### src/rtl/trk_pkg.sv
package trk_pkg;
  typedef logic [1:0] sval_t;

  localparam sval_t SV_P1 = 2'b01;
  localparam sval_t SV_Z  = 2'b00;
  localparam sval_t SV_M1 = 2'b11;

  typedef enum logic [1:0] {
    TRK_EARLY  = 2'b00,
    TRK_LATE   = 2'b01,
    TRK_DITHER = 2'b10,
    TRK_EML    = 2'b11
  } trk_sel_e;

  // chip 0 -> +1, chip 1 -> -1; forced +1 in code-off test
  function automatic sval_t chip_to_sval(input logic chip, input logic off);
    if (off) return SV_P1;
    return chip ? SV_M1 : SV_P1;
  endfunction
endpackage

### src/rtl/trk_dither_seq.sv
module trk_dither_seq #(
  parameter int unsigned PERIODS = 20
) (
  input  logic clk_i,
  input  logic rst_ni,
  input  logic epoch_i,
  output logic late_phase_o
);
  localparam int unsigned CW = (PERIODS > 1) ? $clog2(PERIODS) : 1;
  localparam logic [CW-1:0] LAST = CW'(PERIODS - 1);

  logic [CW-1:0] cnt_q;
  logic          phase_q;
  logic          wrap;

  assign wrap = epoch_i && (cnt_q == LAST);

  always_ff @(posedge clk_i or negedge rst_ni) begin
    if (!rst_ni) begin
      cnt_q   <= '0;
      phase_q <= 1'b0;
    end else if (epoch_i) begin
      if (wrap) begin
        cnt_q   <= '0;
        phase_q <= ~phase_q;
      end else begin
        cnt_q <= cnt_q + 1'b1;
      end
    end
  end

  assign late_phase_o = phase_q;

  p_cnt_range_r8: assert property (@(posedge clk_i) disable iff (!rst_ni)
    cnt_q <= LAST);
  p_phase_flip_r8: assert property (@(posedge clk_i) disable iff (!rst_ni)
    (epoch_i && cnt_q == LAST) |=> (phase_q != $past(phase_q)) && (cnt_q == '0));
  p_phase_hold_r8: assert property (@(posedge clk_i) disable iff (!rst_ni)
    !epoch_i |=> $stable(phase_q) && $stable(cnt_q));
endmodule

### src/rtl/trk_arm_mux.sv
module trk_arm_mux
  import trk_pkg::*;
(
  input  logic [1:0] sel_i,
  input  logic       early_i,
  input  logic       late_i,
  input  logic       off_i,
  input  logic       late_phase_i,
  output sval_t      val_o
);
  trk_sel_e sel;
  logic     pick;

  assign sel = trk_sel_e'(sel_i);

  always_comb begin
    pick = early_i;
    val_o = SV_Z;
    unique case (sel)
      TRK_EARLY:  pick = early_i;
      TRK_LATE:   pick = late_i;
      TRK_DITHER: pick = late_phase_i ? late_i : early_i;
      default:    pick = early_i;
    endcase
    if (sel == TRK_EML) begin
      // halved difference: 0 when equal, else sign of early
      if (off_i || (early_i == late_i)) val_o = SV_Z;
      else                              val_o = chip_to_sval(early_i, 1'b0);
    end else begin
      val_o = chip_to_sval(pick, off_i);
    end
  end
endmodule

### src/rtl/trk_code_sel.sv
module trk_code_sel
  import trk_pkg::*;
#(
  parameter int unsigned DITHER_LEN = 20
) (
  input  logic       clk_i,
  input  logic       rst_ni,
  input  logic       early_i,
  input  logic       prompt_i,
  input  logic       late_i,
  input  logic [1:0] trk_sel_i,
  input  logic       code_off_i,
  input  logic       epoch_i,
  output logic [1:0] prompt_o,
  output logic [1:0] early_o,
  output logic [1:0] late_o,
  output logic [1:0] track_o,
  output logic       dither_late_o
);
  localparam int unsigned NCH = 3;

  logic [NCH-1:0] chips;
  sval_t          mapped [NCH];
  sval_t          mapped_q [NCH];
  sval_t          trk_d, trk_q;
  logic           late_phase;

  assign chips = {early_i, prompt_i, late_i};

  for (genvar g = 0; g < NCH; g++) begin : g_chip
    assign mapped[g] = chip_to_sval(chips[g], code_off_i);
    always_ff @(posedge clk_i or negedge rst_ni) begin
      if (!rst_ni) mapped_q[g] <= SV_Z;
      else         mapped_q[g] <= mapped[g];
    end
  end

  trk_dither_seq #(.PERIODS(DITHER_LEN)) u_dither (
    .clk_i        (clk_i),
    .rst_ni       (rst_ni),
    .epoch_i      (epoch_i),
    .late_phase_o (late_phase)
  );

  trk_arm_mux u_arm (
    .sel_i        (trk_sel_i),
    .early_i      (early_i),
    .late_i       (late_i),
    .off_i        (code_off_i),
    .late_phase_i (late_phase),
    .val_o        (trk_d)
  );

  always_ff @(posedge clk_i or negedge rst_ni) begin
    if (!rst_ni) trk_q <= SV_Z;
    else         trk_q <= trk_d;
  end

  assign late_o        = mapped_q[0];
  assign prompt_o      = mapped_q[1];
  assign early_o       = mapped_q[2];
  assign track_o       = trk_q;
  assign dither_late_o = late_phase;

  p_prompt_map_r1: assert property (@(posedge clk_i) disable iff (!rst_ni)
    !code_off_i |=> prompt_o == ($past(prompt_i) ? 2'b11 : 2'b01));
  p_code_off_r2: assert property (@(posedge clk_i) disable iff (!rst_ni)
    code_off_i |=> (prompt_o == 2'b01) && (early_o == 2'b01) && (late_o == 2'b01));
  p_eml_r5: assert property (@(posedge clk_i) disable iff (!rst_ni)
    (trk_sel_i == 2'b11 && !code_off_i) |=>
      track_o == (($past(early_i) == $past(late_i)) ? 2'b00 :
                  ($past(early_i) ? 2'b11 : 2'b01)));
  p_off_trk_r6: assert property (@(posedge clk_i) disable iff (!rst_ni)
    code_off_i |=> track_o == (($past(trk_sel_i) == 2'b11) ? 2'b00 : 2'b01));
  p_dither_r7: assert property (@(posedge clk_i) disable iff (!rst_ni)
    (trk_sel_i == 2'b10 && !code_off_i) |=>
      track_o == (($past(late_phase) ? $past(late_i) : $past(early_i)) ? 2'b11 : 2'b01));
  p_legal_r11: assert property (@(posedge clk_i) disable iff (!rst_ni)
    track_o != 2'b10);
  p_nonzero_r11: assert property (@(posedge clk_i) disable iff (!rst_ni)
    (trk_sel_i != 2'b11) |=> track_o != 2'b00);
endmodule

### config.mk
export PLATFORM = sky130hd
export DESIGN_NAME = trk_code_sel
export DESIGN_NICKNAME = d
export VERILOG_FILES = /design/src/rtl/trk_pkg.sv /design/src/rtl/trk_dither_seq.sv /design/src/rtl/trk_arm_mux.sv /design/src/rtl/trk_code_sel.sv
export SDC_FILE = /design/constraint.sdc
export NUM_CORES = 1
export LEC_CHECK = 0
export ABC_AREA = 1
export BUFFER_PORTS_ARGS = -buffer_cell sky130_fd_sc_hd__buf_2
export CAP_MARGIN = 20
export CORE_AREA = 2 2 39 41
export CTS_BUF_LIST = sky130_fd_sc_hd__clkbuf_8
export CTS_CLUSTER_DIAMETER = 60
export DETAILED_ROUTE_END_ITERATION = 6
export DIE_AREA = 0 0 41 43
export GPL_TIMING_DRIVEN = 0
export PLACE_DENSITY_LB_ADDON = 0.25
export SLEW_MARGIN = 20
export SYNTH_ARGS = -nofsm -noshare
export SYNTH_HDL_FRONTEND = slang
export SYNTH_HIERARCHICAL = 1
export SYNTH_SLANG_ARGS = --single-unit
### constraint.sdc
create_clock -name clk_i -period 1.87 [get_ports clk_i]
set_input_delay 0.187 -clock clk_i [delete_from_list [all_inputs] [get_ports clk_i]]
set_output_delay 0.187 -clock clk_i [all_outputs]
set_load 0.01 [all_outputs]
Word-level counts from Yosys, hierarchy flattened
Cells that the tools add are included.
{"block": "op_classes", "n_addsub": 1, "n_mul": 0, "div": 0, "order_cmp": 0, "n_eq_ne": 5, "n_shift": 0, "muxes": 16, "bitwise": 1, "n_reduce_logical": 3}
{"cell": "2-bit two-way mux", "n": 11}
{"cell": "5-bit by 1-bit adder with 5-bit output (second input constant)", "n": 1}
{"cell": "5-bit == test (second input constant)", "n": 1}
{"cell": "5-bit two-way mux", "n": 1}
{"cell": "2-bit == test (second input constant)", "n": 2}
{"cell": "1-bit two-way mux", "n": 3}
{"cell": "2-bit by 1-bit == test with 1-bit output (second input constant)", "n": 1}
{"cell": "1-bit one-hot mux with 2 select lines", "n": 1}
{"cell": "2-bit AND reduction", "n": 1}
{"cell": "1-bit == test", "n": 1}
{"cell": "1-bit logical AND", "n": 1}
{"cell": "1-bit logical OR", "n": 1}
{"cell": "1-bit NOT", "n": 1}
{"block": "totals", "ff_bits": 14, "latch_bits": 0, "ram_bits": 0, "rom_bits": 0, "in_bits": 9, "output_inout_bits": 9, "elab_cells": 32, "memories": 0}

Logic depth before layout (Yosys ltp)
Gate-level depths: netlist of the first run.
{"block": "logic_depth", "word_depth": 5, "mapped_depth": 8, "ltp_nobuf": 8}

Modules after synthesis
Netlist of the first run, hierarchy kept.
{"mod": "trk_dither_seq", "n_inst": 1, "cells_each": 36, "area_per_inst_um2": 289.0}
{"mod": "trk_code_sel", "n_inst": 1, "cells_each": 15, "area_per_inst_um2": 191.4}
{"mod": "trk_arm_mux", "n_inst": 1, "cells_each": 24, "area_per_inst_um2": 122.6}

Worst setup path after synthesis of the first run
OpenSTA, ideal clock, no wires.
{"block": "synth_timing", "path_type": "reg-to-reg", "from": "register u_dither.cnt_q[0]", "to": "register u_dither.phase_q (netlist: u_dither/late_phase_o)", "t_arrival_ns": 0.853, "slack_ns": 0.900, "stages_incl_launch_ff": 7, "n_path_buf": 0, "cell_sequence": "dfrtp_1 -> ha_1 -> nand2_2 -> nor2_2 -> nand2_2 -> nand2_1 -> nand2_1"}
{"block": "synth_between", "elab_chain_len": 3}
{"item": "from (decl)", "line_no": "trk_dither_seq.sv:12", "rtl": "logic [CW-1:0] cnt_q;"}
{"item": "from (signal assigned)", "line_no": "trk_dither_seq.sv:27", "rtl": "cnt_q <= cnt_q + 1'b1;"}
{"item": "5-bit == test", "line_no": "trk_dither_seq.sv:16", "rtl": "assign wrap = epoch_i && (cnt_q == LAST);"}
{"item": "1-bit logical AND", "line_no": "trk_dither_seq.sv:16"}
{"item": "2-bit AND reduction (no source line)"}
{"item": "to (signal assigned)", "line_no": "trk_dither_seq.sv:25", "rtl": "phase_q <= ~phase_q;"}
{"item": "to (decl)", "line_no": "trk_dither_seq.sv:13", "rtl": "logic phase_q;"}
No other way between the ends.
A chain may end at the register's enable or synchronous reset.

Final worst setup path of the first run
Same ends and word-level chain as after synthesis.

==> impl_metrics.env, run 1 <==
export IMPL_cp_required_ns=1.99
export IMPL_syn2layout_area_growth_pct=25.93
export IMPL_drive_gt1_share_pct=27.08
export IMPL_synth_edf_count=0
export IMPL_slowest_stage="dfrtp_1"
export IMPL_dp_hpwl_um=834.7
export IMPL_wirelength_mm=1.051
export IMPL_insertedDiodeCount=0
export IMPL_path_cells="ha_1, nand2_2, nor2_2, nand2_2, nand2_1, nand2_1"
export IMPL_clk_pin_slew_ns=0.05
export IMPL_wl_per_cell_um=9.384
export IMPL_power_density_nw_per_um2=1005
export IMPL_slowest_delay_ns=0.38
export IMPL_port_buffers=17
export IMPL_syn_num_nets=88
export IMPL_vias_per_cell=4.366
export IMPL_clock_sinks=12
export IMPL_row_count=14
export IMPL_ios=18
export IMPL_cts_root_buf="clkbuf_8"
export IMPL_dieArea_um2=1763
export IMPL_overflow=0
export IMPL_seqCellArea_um2=300.3
export IMPL_final_setup_tns_ns=0
export IMPL_async_flop_share_pct=100.0
export IMPL_fin_nets=111
export IMPL_fin_area_um2=759.5
export IMPL_cts_tree="done"
export IMPL_fin_crit_sh_pct=57.30
export IMPL_netlist_area_um2=603.1
export IMPL_yosys_warnings=6
export IMPL_clockBufferDepth=2
export IMPL_utilization_pct=54.88
export IMPL_final_hold_viol_count=0
export IMPL_clock_latency_ns=0.23
export IMPL_synth_commonest_cells="nand2_1, dfrtp_1, inv_1"
export IMPL_gp_congestion=0.6371
export IMPL_outcome="completed"
export IMPL_crit_type="reg2reg"
export IMPL_yosys_area_top_type="dfrtp_1"
export IMPL_drv_slew=0
export IMPL_p_leak_nw=0.4485
export IMPL_start_util_pct=43.58
export IMPL_syn_instance_count=75
export IMPL_synthDistinctLibCells=14
export IMPL_placed_area_um2=708.2
export IMPL_synth_most_common_cell="nand2_1"
export IMPL_drt_pass1_iter_count=4
export IMPL_endpoint_kind="flop"
export IMPL_htree_levels=1
export IMPL_arrival_ns=1.19
export IMPL_synthTopCellsByArea="dfrtp_1, nand2_1, ha_1, inv_1, nor2_1"
export IMPL_cp_max_fo=4
export IMPL_coreArea_um2=1384
export IMPL_multi_input_area_um2=246.5
export IMPL_grt_pass1_vias=443
export IMPL_vias=489
export IMPL_ant_nets=0
export IMPL_period_minus_slack_ns=1.072
export IMPL_die_x_um=41
export IMPL_drc=0
export IMPL_postCtsSetupBuffers=0
export IMPL_yosysSeqAreaShare_pct=49.79
export IMPL_nFillCells=147
export IMPL_drtIter0Drc=6
export IMPL_finClkSkew_ns=0.002500
export IMPL_grt_start_max_net_pins=13
export IMPL_cp_start_kind="flop"
export IMPL_fp_dieH_um=43
export IMPL_yosys_most_used_dff="dfrtp_1"
export IMPL_antenna_found_initial=0
export IMPL_track_usage_pct=15.41
export IMPL_setup_viol=0
export IMPL_cts_made_buffers=3
export IMPL_grt_pass1_wl_mm=1.752
export IMPL_holdWs_ns=0.1578
export IMPL_synth_avg_cell_area_um2=8.041
export IMPL_ir_drop_uv=440.8
export IMPL_hold_class="in2reg"
export IMPL_fmax_mhz=933.2
export IMPL_max_cap_violations=0
export IMPL_synth_seq_cells=12
export IMPL_synth_top_area_share_pct=49.79
export IMPL_rsz0062_at_grt="no"
==> power by group <==
group	total [mW]	switching (mW)	internal, mW	leakage (nW)
registers	0.372	0.0549	0.317	0.148
logic	0.167	0.0940	0.0727	0.279
clock network	0.224	0.0830	0.141	0.0216
==> final timing paths <==
| path | from | to | slack [ns] | cells after the start |
|---|---|---|---|---|
| hold / removal | prompt_i | prompt_o[1] | 0.16 | 3 |
| setup / recovery | u_dither/cnt_q[0] | u_dither/late_phase_o | 0.80 | 6 |
| max in group asynchronous | rst_ni | late_o[1] | 1.31 | 2 |
| min in group asynchronous | rst_ni | u_dither/cnt_q[2] | 0.35 | 2 |
| setup reg to reg | u_dither/cnt_q[0] | u_dither/late_phase_o | 0.80 | 6 |
| hold reg to reg | u_dither/cnt_q[3] | u_dither/cnt_q[3] | 0.53 | 1 |
==> through the flow <==
step | cells | setup slack (ns) | power (mW)
finish | 112 | 0.7984 | 0.7630
detailed placement | 108 | 0.8123 | 0.5416
floorplan | 75 | 0.9003 | 0.4769
CTS | 112 | 0.8013 | 0.7759
global placement | 108 | 0.8332 | 0.5272
global route | 112 | 0.7061 | 0.8208
==> registers in the layout (all words and copies together), names as in the netlist <==
name	count
track_o	2
u_dither/late_phase_o	1
early_o	2
u_dither/cnt_q	5
late_o	1
prompt_o	1
==> what timing repair did <==
| item | CTS | global route |
|---|---|---|
| resized for setup | 0 | 0 |
| hold buffers | 1 | 0 |
| setup endpoints to repair | 0 | 0 |
| endpoints found under the hold margin | 12 | 0 |
==> area by class of cell <==
cell class / instances / share of cell area, %
repair buffers: 18 / 12.52
clock buffers: 3 / 5.437
inverters: 11 / 5.437
plain buffers: 2 / 1.977
well taps: 16 / 2.636
flip-flops and latches: 12 / 39.54
multi-input cells: 50 / 32.45
==> worst max-delay path, delay by kind of cell (launching register included) <==
| family | cells | cell delay (ns) |
|---|---|---|
| simple gates | 5 | 0.41 |
| flops | 1 | 0.38 |
| fa+ha+maj | 1 | 0.17 |
==> cell usage in the layout (no fill, tap or decap), drive strengths merged <==
| cell | n |
|---|---|
| ha | 4 |
| clkbuf | 3 |
| dlygate4sd3 | 1 |
| nand3b | 1 |
| a21oi | 1 |
| nand3 | 1 |
| o21ai | 2 |
| nand2 | 27 |
| conb | 1 |
| buf | 19 |
| inv | 11 |
| xor2 | 1 |
| nor2 | 12 |
| dfrtp | 12 |
==> logic make-up after synthesis <==
logic type      Yosys count  share of synthesized area (%)
compound gates            3                          2.489
simple gates             41                          28.01
buf+inv                  13                          9.335
fa+ha+maj                 4                          8.299
xor+xnor                  1                          1.453
flops                    12                          49.79
other cells               1                         0.6218
==> per-layer routing <==
layer | part of all wire (%) | global-route usage (%) | wire (µm) | up-vias
met5 | 0 | 0 | 0 | -
met4 | 1.3 | 10.00 | 14 | 0
met3 | 4.4 | 4.712 | 46 | 2
met2 | 56 | 23.44 | 584 | 12
met1 | 39 | 17.63 | 405 | 216
li1 | - | - | - | 259
Power figures use the tool's default switching activity.
==> run 2: changes to the inputs <==
- ABC_AREA: 1 -> 0
- clock period: 1.87 -> 1.08 ns (I/O delays scaled with it)
==> run 2 against run 1 <==
The flow now finishes with violations (negative setup slack). Routed wire length shrank 5.6%. Sequential cell count is the same. Final area grew 4.8%. Largest cell class unchanged.
==> impl_metrics.env, run 2 <==
export IMPL_outcome="finished with violations"
export IMPL_violations="negative setup slack"
export IMPL_ir_drop_uv=1152
export IMPL_finClkSkew_ns=0.004639
export IMPL_layout_cells_non_filler=94
export IMPL_fin_nets=92
export IMPL_fin_crit_sh_pct=100.8
export IMPL_clk_pin_slew_ns=0.06
export IMPL_drive_gt1_share_pct=43.59
export IMPL_coreArea_um2=1384
export IMPL_period_minus_slack_ns=1.088
export IMPL_drtIter0Drc=6
export IMPL_insertedDiodeCount=0
export IMPL_crit_type="reg2reg"
export IMPL_ios=18
export IMPL_power_density_nw_per_um2=2125
export IMPL_critPathTopFamily="flip-flops"
export IMPL_grt_pass1_vias=422
export IMPL_dp_cells=84
export IMPL_clock_sinks=12
export IMPL_yosys_area_top_type="dfrtp_1"
export IMPL_yosys_warnings=6
export IMPL_p_total_mw=1.691
export IMPL_final_hold_viol_count=0
export IMPL_seqCellArea_um2=300.3
export IMPL_path_cells="ha_2, and4bb_2, nand3b_1, o21ai_1"
export IMPL_cts_tree="done"
export IMPL_die_x_um=41
export IMPL_fp_dieH_um=43
export IMPL_port_buffers=17
export IMPL_setup_viol=1
export IMPL_max_cap_violations=0
export IMPL_synth_avg_cell_area_um2=11.29
export IMPL_synth_most_common_cell="dfrtp_1"
export IMPL_drc=0
export IMPL_synthDistinctLibCells=19
export IMPL_final_common_cell="buf_2"
export IMPL_synth_edf_count=0
export IMPL_yosysSeqAreaShare_pct=52.17
export IMPL_cp_start_kind="flop"
export IMPL_p_leak_nw=0.4019
export IMPL_ant_nets=0
export IMPL_htree_levels=1
export IMPL_antenna_found_initial=0
export IMPL_track_usage_pct=14.29
export IMPL_gp_congestion=0.6908
export IMPL_multi_input_area_um2=250.2
export IMPL_regMostFlops="u_dither/cnt_q"
export IMPL_slowest_delay_ns=0.38
export IMPL_cts_root_buf="clkbuf_8"
export IMPL_placed_area_um2=680.7
export IMPL_wl_per_cell_um=10.55
export IMPL_rsz0062_at_grt="yes"
export IMPL_start_util_pct=41.59
export IMPL_combPwrFrac_pct=32.0
export IMPL_cp_required_ns=1.25
export IMPL_p_clk_share_pct=29.0
export IMPL_internal_power_mw=1.220
export IMPL_drv_slew=0
export IMPL_arrival_ns=1.26
export IMPL_async_flop_share_pct=100.0
export IMPL_yosys_most_used_dff="dfrtp_1"
export IMPL_path_buf_inv=0
export IMPL_cp_max_fo=3
export IMPL_fmax_mhz=919.0
export IMPL_grt_start_max_net_pins=13
export IMPL_synth_commonest_cells="dfrtp_1, inv_1, a21oi_1, ha_1"
export IMPL_pwr_share_seq_pct=39.0
export IMPL_worst_slack_ns=-0.008195
export IMPL_wirelength_um=992
export IMPL_place_ws_ns=-0.1378
export IMPL_clock_latency_ns=0.24
export IMPL_syn_num_nets=64
export IMPL_drt_pass1_iter_count=2
export IMPL_grt_pass1_wl_mm=1.614
export IMPL_clockBufferDepth=2
export IMPL_dieArea_um2=1763
export IMPL_vias_per_cell=4.638
export IMPL_synth_seq_cells=12
export IMPL_netlist_area_um2=575.6
export IMPL_cts_made_buffers=3
export IMPL_synth_top_area_share_pct=52.17
export IMPL_row_count=14
export IMPL_synthTopCellsByArea="dfrtp_1, ha_1, mux2_2, xnor2_1, inv_1"
export IMPL_fin_area_um2=795.8
export IMPL_overflow=0
export IMPL_syn2layout_area_growth_pct=38.26
export IMPL_dp_hpwl_um=702.9
export IMPL_hold_class="in2reg"
export IMPL_largest_reg_flops=5
export IMPL_endpoint_kind="flop"
export IMPL_vias=436
export IMPL_final_cell_mix="buf_2, dfrtp_1, buf_4"
export IMPL_power_switching_uw=471.5
export IMPL_nFillCells=128
export IMPL_slowest_stage="dfrtp_1"
export IMPL_switching_share_pct=27.88
export IMPL_syn_instance_count=51
[run 2: power by group through the flow]
stage | registers (mW) | clock network [mW] | logic (mW)
2_1_floorplan | 0.677 | 0 | 0.254
3_3_place_gp | 0.683 | 0 | 0.357
3_5_place_dp | 0.684 | 0 | 0.368
4_1_cts | 0.662 | 0.499 | 0.525
5_1_grt | 0.676 | 0.519 | 0.595
6_report | 0.660 | 0.490 | 0.542
[run 2: cell type report]
class | count | area share [%]
Sequential cell | 12 | 37.74
Timing Repair Buffer | 23 | 16.67
Inverter | 6 | 2.830
Buffer | 2 | 1.887
Clock buffer | 4 | 6.918
Multi-Input combinational cell | 31 | 31.45
Tap cell | 16 | 2.516
[run 2: path summary, 6_finish.rpt]
kind	start	end	slack (ns)	depth (start not counted)
setup / recovery	u_dither/cnt_q[0]	u_dither/cnt_q[0]	-0.008	4
hold / removal	code_off_i	late_o[1]	0.08	2
setup reg to reg	u_dither/cnt_q[0]	u_dither/cnt_q[0]	-0.008	4
hold reg to reg	u_dither/cnt_q[3]	u_dither/cnt_q[3]	0.49	1
max in group asynchronous	rst_ni	prompt_o[1]	0.60	2
min in group asynchronous	rst_ni	u_dither/cnt_q[4]	0.27	2
[run 2: what timing repair did]
action,4_1_cts,5_1_grt
cloned,0,0
hold buffers,1,0
setup endpoints to repair,5,4
endpoints found under the hold margin,12,0
setup buffers,4,1
pin swaps,1,1
gates resized for setup,4,0
[run 2: metal layers]
layer,wire (µm),global-route usage [%],share of wire [%],up-vias
met5,0,0,0,-
met4,17,14.00,1.7,0
met3,43,3.141,4.3,2
met2,474,21.25,48,11
met1,457,15.25,46,200
li1,-,-,-,223
[run 2: kinds of logic (layout without fill, tap and decap cells)]
logic type	after synthesis	after routing	synth area share, %
XOR/XNOR	3	3	4.566
buffers and inverters	8	35	6.521
AO/OA/AOI/OAI	9	9	9.132
other	1	1	0.6515
flip-flops	12	12	52.17
AND/OR/NAND/NOR	11	11	12.39
multiplexers	3	3	5.869
adder cells (fa/ha/maj)	4	4	8.696
[run 2: metrics by stage]
stage / setup TNS (ns) / util (%) / hold WS, ns
floorplan: 0 / - / -0.1876
global placement: -0.2298 / 49.19 / -0.0005123
detailed placement: -0.2849 / 49.19 / 0.000009770
CTS: -0.02128 / 56.96 / 0.07816
global route: -0.1565 / 57.50 / 0.09202
finish: -0.008195 / 57.50 / 0.08390
==> run 3: changes to the inputs <==
- RECOVER_POWER: default -> 50
==> run 3 against run 2 <==
The flow still finishes with violations (negative setup slack). Clock skew did not move. Utilization fell by 0.36 points. Global-route usage did not move. Final cell count did not move.
==> impl_metrics.env, run 3 (synthesis results as in run 2) <==
export IMPL_outcome="finished with violations"
export IMPL_violations="negative setup slack"
export IMPL_endpoint_kind="flop"
export IMPL_power_density_nw_per_um2=2136
export IMPL_switching_share_pct=27.92
export IMPL_hold_class="in2reg"
export IMPL_pwr_share_seq_pct=39.1
export IMPL_p_leak_nw=0.3909
export IMPL_path_cells="ha_2, and4bb_2, nand3b_1, o21ai_1"
export IMPL_row_count=14
export IMPL_wirelength_um=992
export IMPL_p_clk_share_pct=29.0
export IMPL_fp_dieH_um=43
export IMPL_regMostFlops="u_dither/cnt_q"
export IMPL_fin_nets=92
export IMPL_period_minus_slack_ns=1.088
export IMPL_ant_nets=0
export IMPL_fin_area_um2=790.8
export IMPL_combPwrFrac_pct=31.9
export IMPL_dp_hpwl_um=702.9
export IMPL_ios=18
export IMPL_final_cell_mix="buf_2, dfrtp_1, buf_4"
export IMPL_slowest_delay_ns=0.38
export IMPL_finClkSkew_ns=0.004639
export IMPL_holdWs_ns=0.1284
export IMPL_arrival_ns=1.26
export IMPL_die_x_um=41
export IMPL_cts_root_buf="clkbuf_8"
export IMPL_port_buffers=17
export IMPL_placed_area_um2=680.7
export IMPL_cp_max_fo=3
export IMPL_drc=0
export IMPL_vias=436
export IMPL_setup_viol=1
export IMPL_track_usage_pct=14.29
export IMPL_worst_pin_slew_ns=0.6328
export IMPL_insertedDiodeCount=0
export IMPL_final_common_cell="buf_2"
export IMPL_rsz0062_at_grt="yes"
export IMPL_drtIter0Drc=6
export IMPL_fin_crit_sh_pct=100.8
export IMPL_drive_gt1_share_pct=38.46
export IMPL_clk_pin_slew_ns=0.06
export IMPL_r2r_slack_ns=-0.008
export IMPL_start_util_pct=41.59
export IMPL_wl_per_cell_um=10.55
export IMPL_slowest_stage="dfrtp_1"
export IMPL_slew_limit_headroom_pct=57.81
export IMPL_ir_drop_uv=1152
export IMPL_grt_start_max_net_pins=13
export IMPL_syn2layout_area_growth_pct=37.39
export IMPL_clock_latency_ns=0.24
export IMPL_clockBufferDepth=2
export IMPL_cts_made_buffers=3
export IMPL_final_setup_tns_ns=-0.008195
export IMPL_htree_levels=1
export IMPL_internal_power_mw=1.217
export IMPL_power_switching_uw=471.6
export IMPL_dieArea_um2=1763
export IMPL_grt_pass1_wl_mm=1.614
export IMPL_fmax_mhz=919.0
export IMPL_drv_slew=0
export IMPL_cts_tree="done"
export IMPL_cp_required_ns=1.25
export IMPL_crit_type="reg2reg"
export IMPL_gp_congestion=0.6908
export IMPL_grt_pass1_vias=422
export IMPL_overflow=0
export IMPL_final_hold_viol_count=0
export IMPL_cp_start_kind="flop"
export IMPL_coreArea_um2=1384
export IMPL_largest_reg_flops=5
export IMPL_max_cap_violations=0
export IMPL_clock_sinks=12
export IMPL_drt_pass1_iter_count=2
export IMPL_antenna_found_initial=0
export IMPL_vias_per_cell=4.638
export IMPL_worst_slack_ns=-0.008195
==> run 3: worst max-delay path, delay by kind of cell (launching register included) <==
family | cells | cell delay [ns]
and+or+nand+nor | 2 | 0.37
AOI/OAI and AO/OA | 1 | 0.07
DFF | 1 | 0.38
adders and majority gates | 1 | 0.19
==> run 3: path summary, 6_finish.rpt <==
check | startpoint | endpoint | cells after the start
worst max-delay path | u_dither/cnt_q[0] | u_dither/cnt_q[0] | 4
worst min-delay path | prompt_i | prompt_o[1] | 2
worst max register to register | u_dither/cnt_q[0] | u_dither/cnt_q[0] | 4
worst min register to register | u_dither/cnt_q[3] | u_dither/cnt_q[3] | 1
max in group asynchronous | rst_ni | prompt_o[1] | 2
min in group asynchronous | rst_ni | u_dither/cnt_q[4] | 2
==> run 3: power groups by stage <==
stage | Combinational, mW | Sequential [mW] | Clock [mW]
5_1_grt | 0.593 | 0.676 | 0.519
3_3_place_gp | 0.357 | 0.683 | 0
3_5_place_dp | 0.368 | 0.684 | 0
6_report | 0.539 | 0.660 | 0.490
4_1_cts | 0.525 | 0.662 | 0.499
2_1_floorplan | 0.254 | 0.677 | 0
==> run 3: stage by stage <==
stage	power [mW]	setup WS, ns	cells	utilization [%]
6_report	1.689	-0.008195	94	57.14
5_1_grt	1.787	-0.05193	94	57.14
4_1_cts	1.686	-0.01854	93	56.96
3_5_place_dp	1.052	-0.1378	84	49.19
3_3_place_gp	1.040	-0.1305	84	49.19
2_1_floorplan	0.9313	0.0001128	51	-
==> run 3: what timing repair did <==
action | CTS | global route
setup buffers | 4 | 1
resized for setup | 4 | 0
endpoints found under the hold margin | 12 | 0
hold buffers | 1 | 0
pin swaps | 1 | 1
setup endpoints to repair | 5 | 4
==> run 3: cell type report <==
| cell class | instances | area (µm²) |
|---|---|---|
| fill | 130 | 593.1 |
| buffer | 2 | 15.01 |
| tap | 16 | 20.02 |
| sequential | 12 | 300.3 |
| timing repair buffer | 23 | 127.6 |
| inverter | 6 | 22.52 |
| clock buffer | 4 | 55.05 |
| multi-input combinational | 31 | 250.2 |
==> run 3: routing by layer <==
metal,part of all wire (%),up-vias,GRT usage [%],wire (µm)
met4,1.7,0,14.00,17
met5,0,-,0,0
li1,-,223,-,-
met3,4.4,2,3.141,44
met2,48,11,21.25,473
met1,46,200,15.25,457
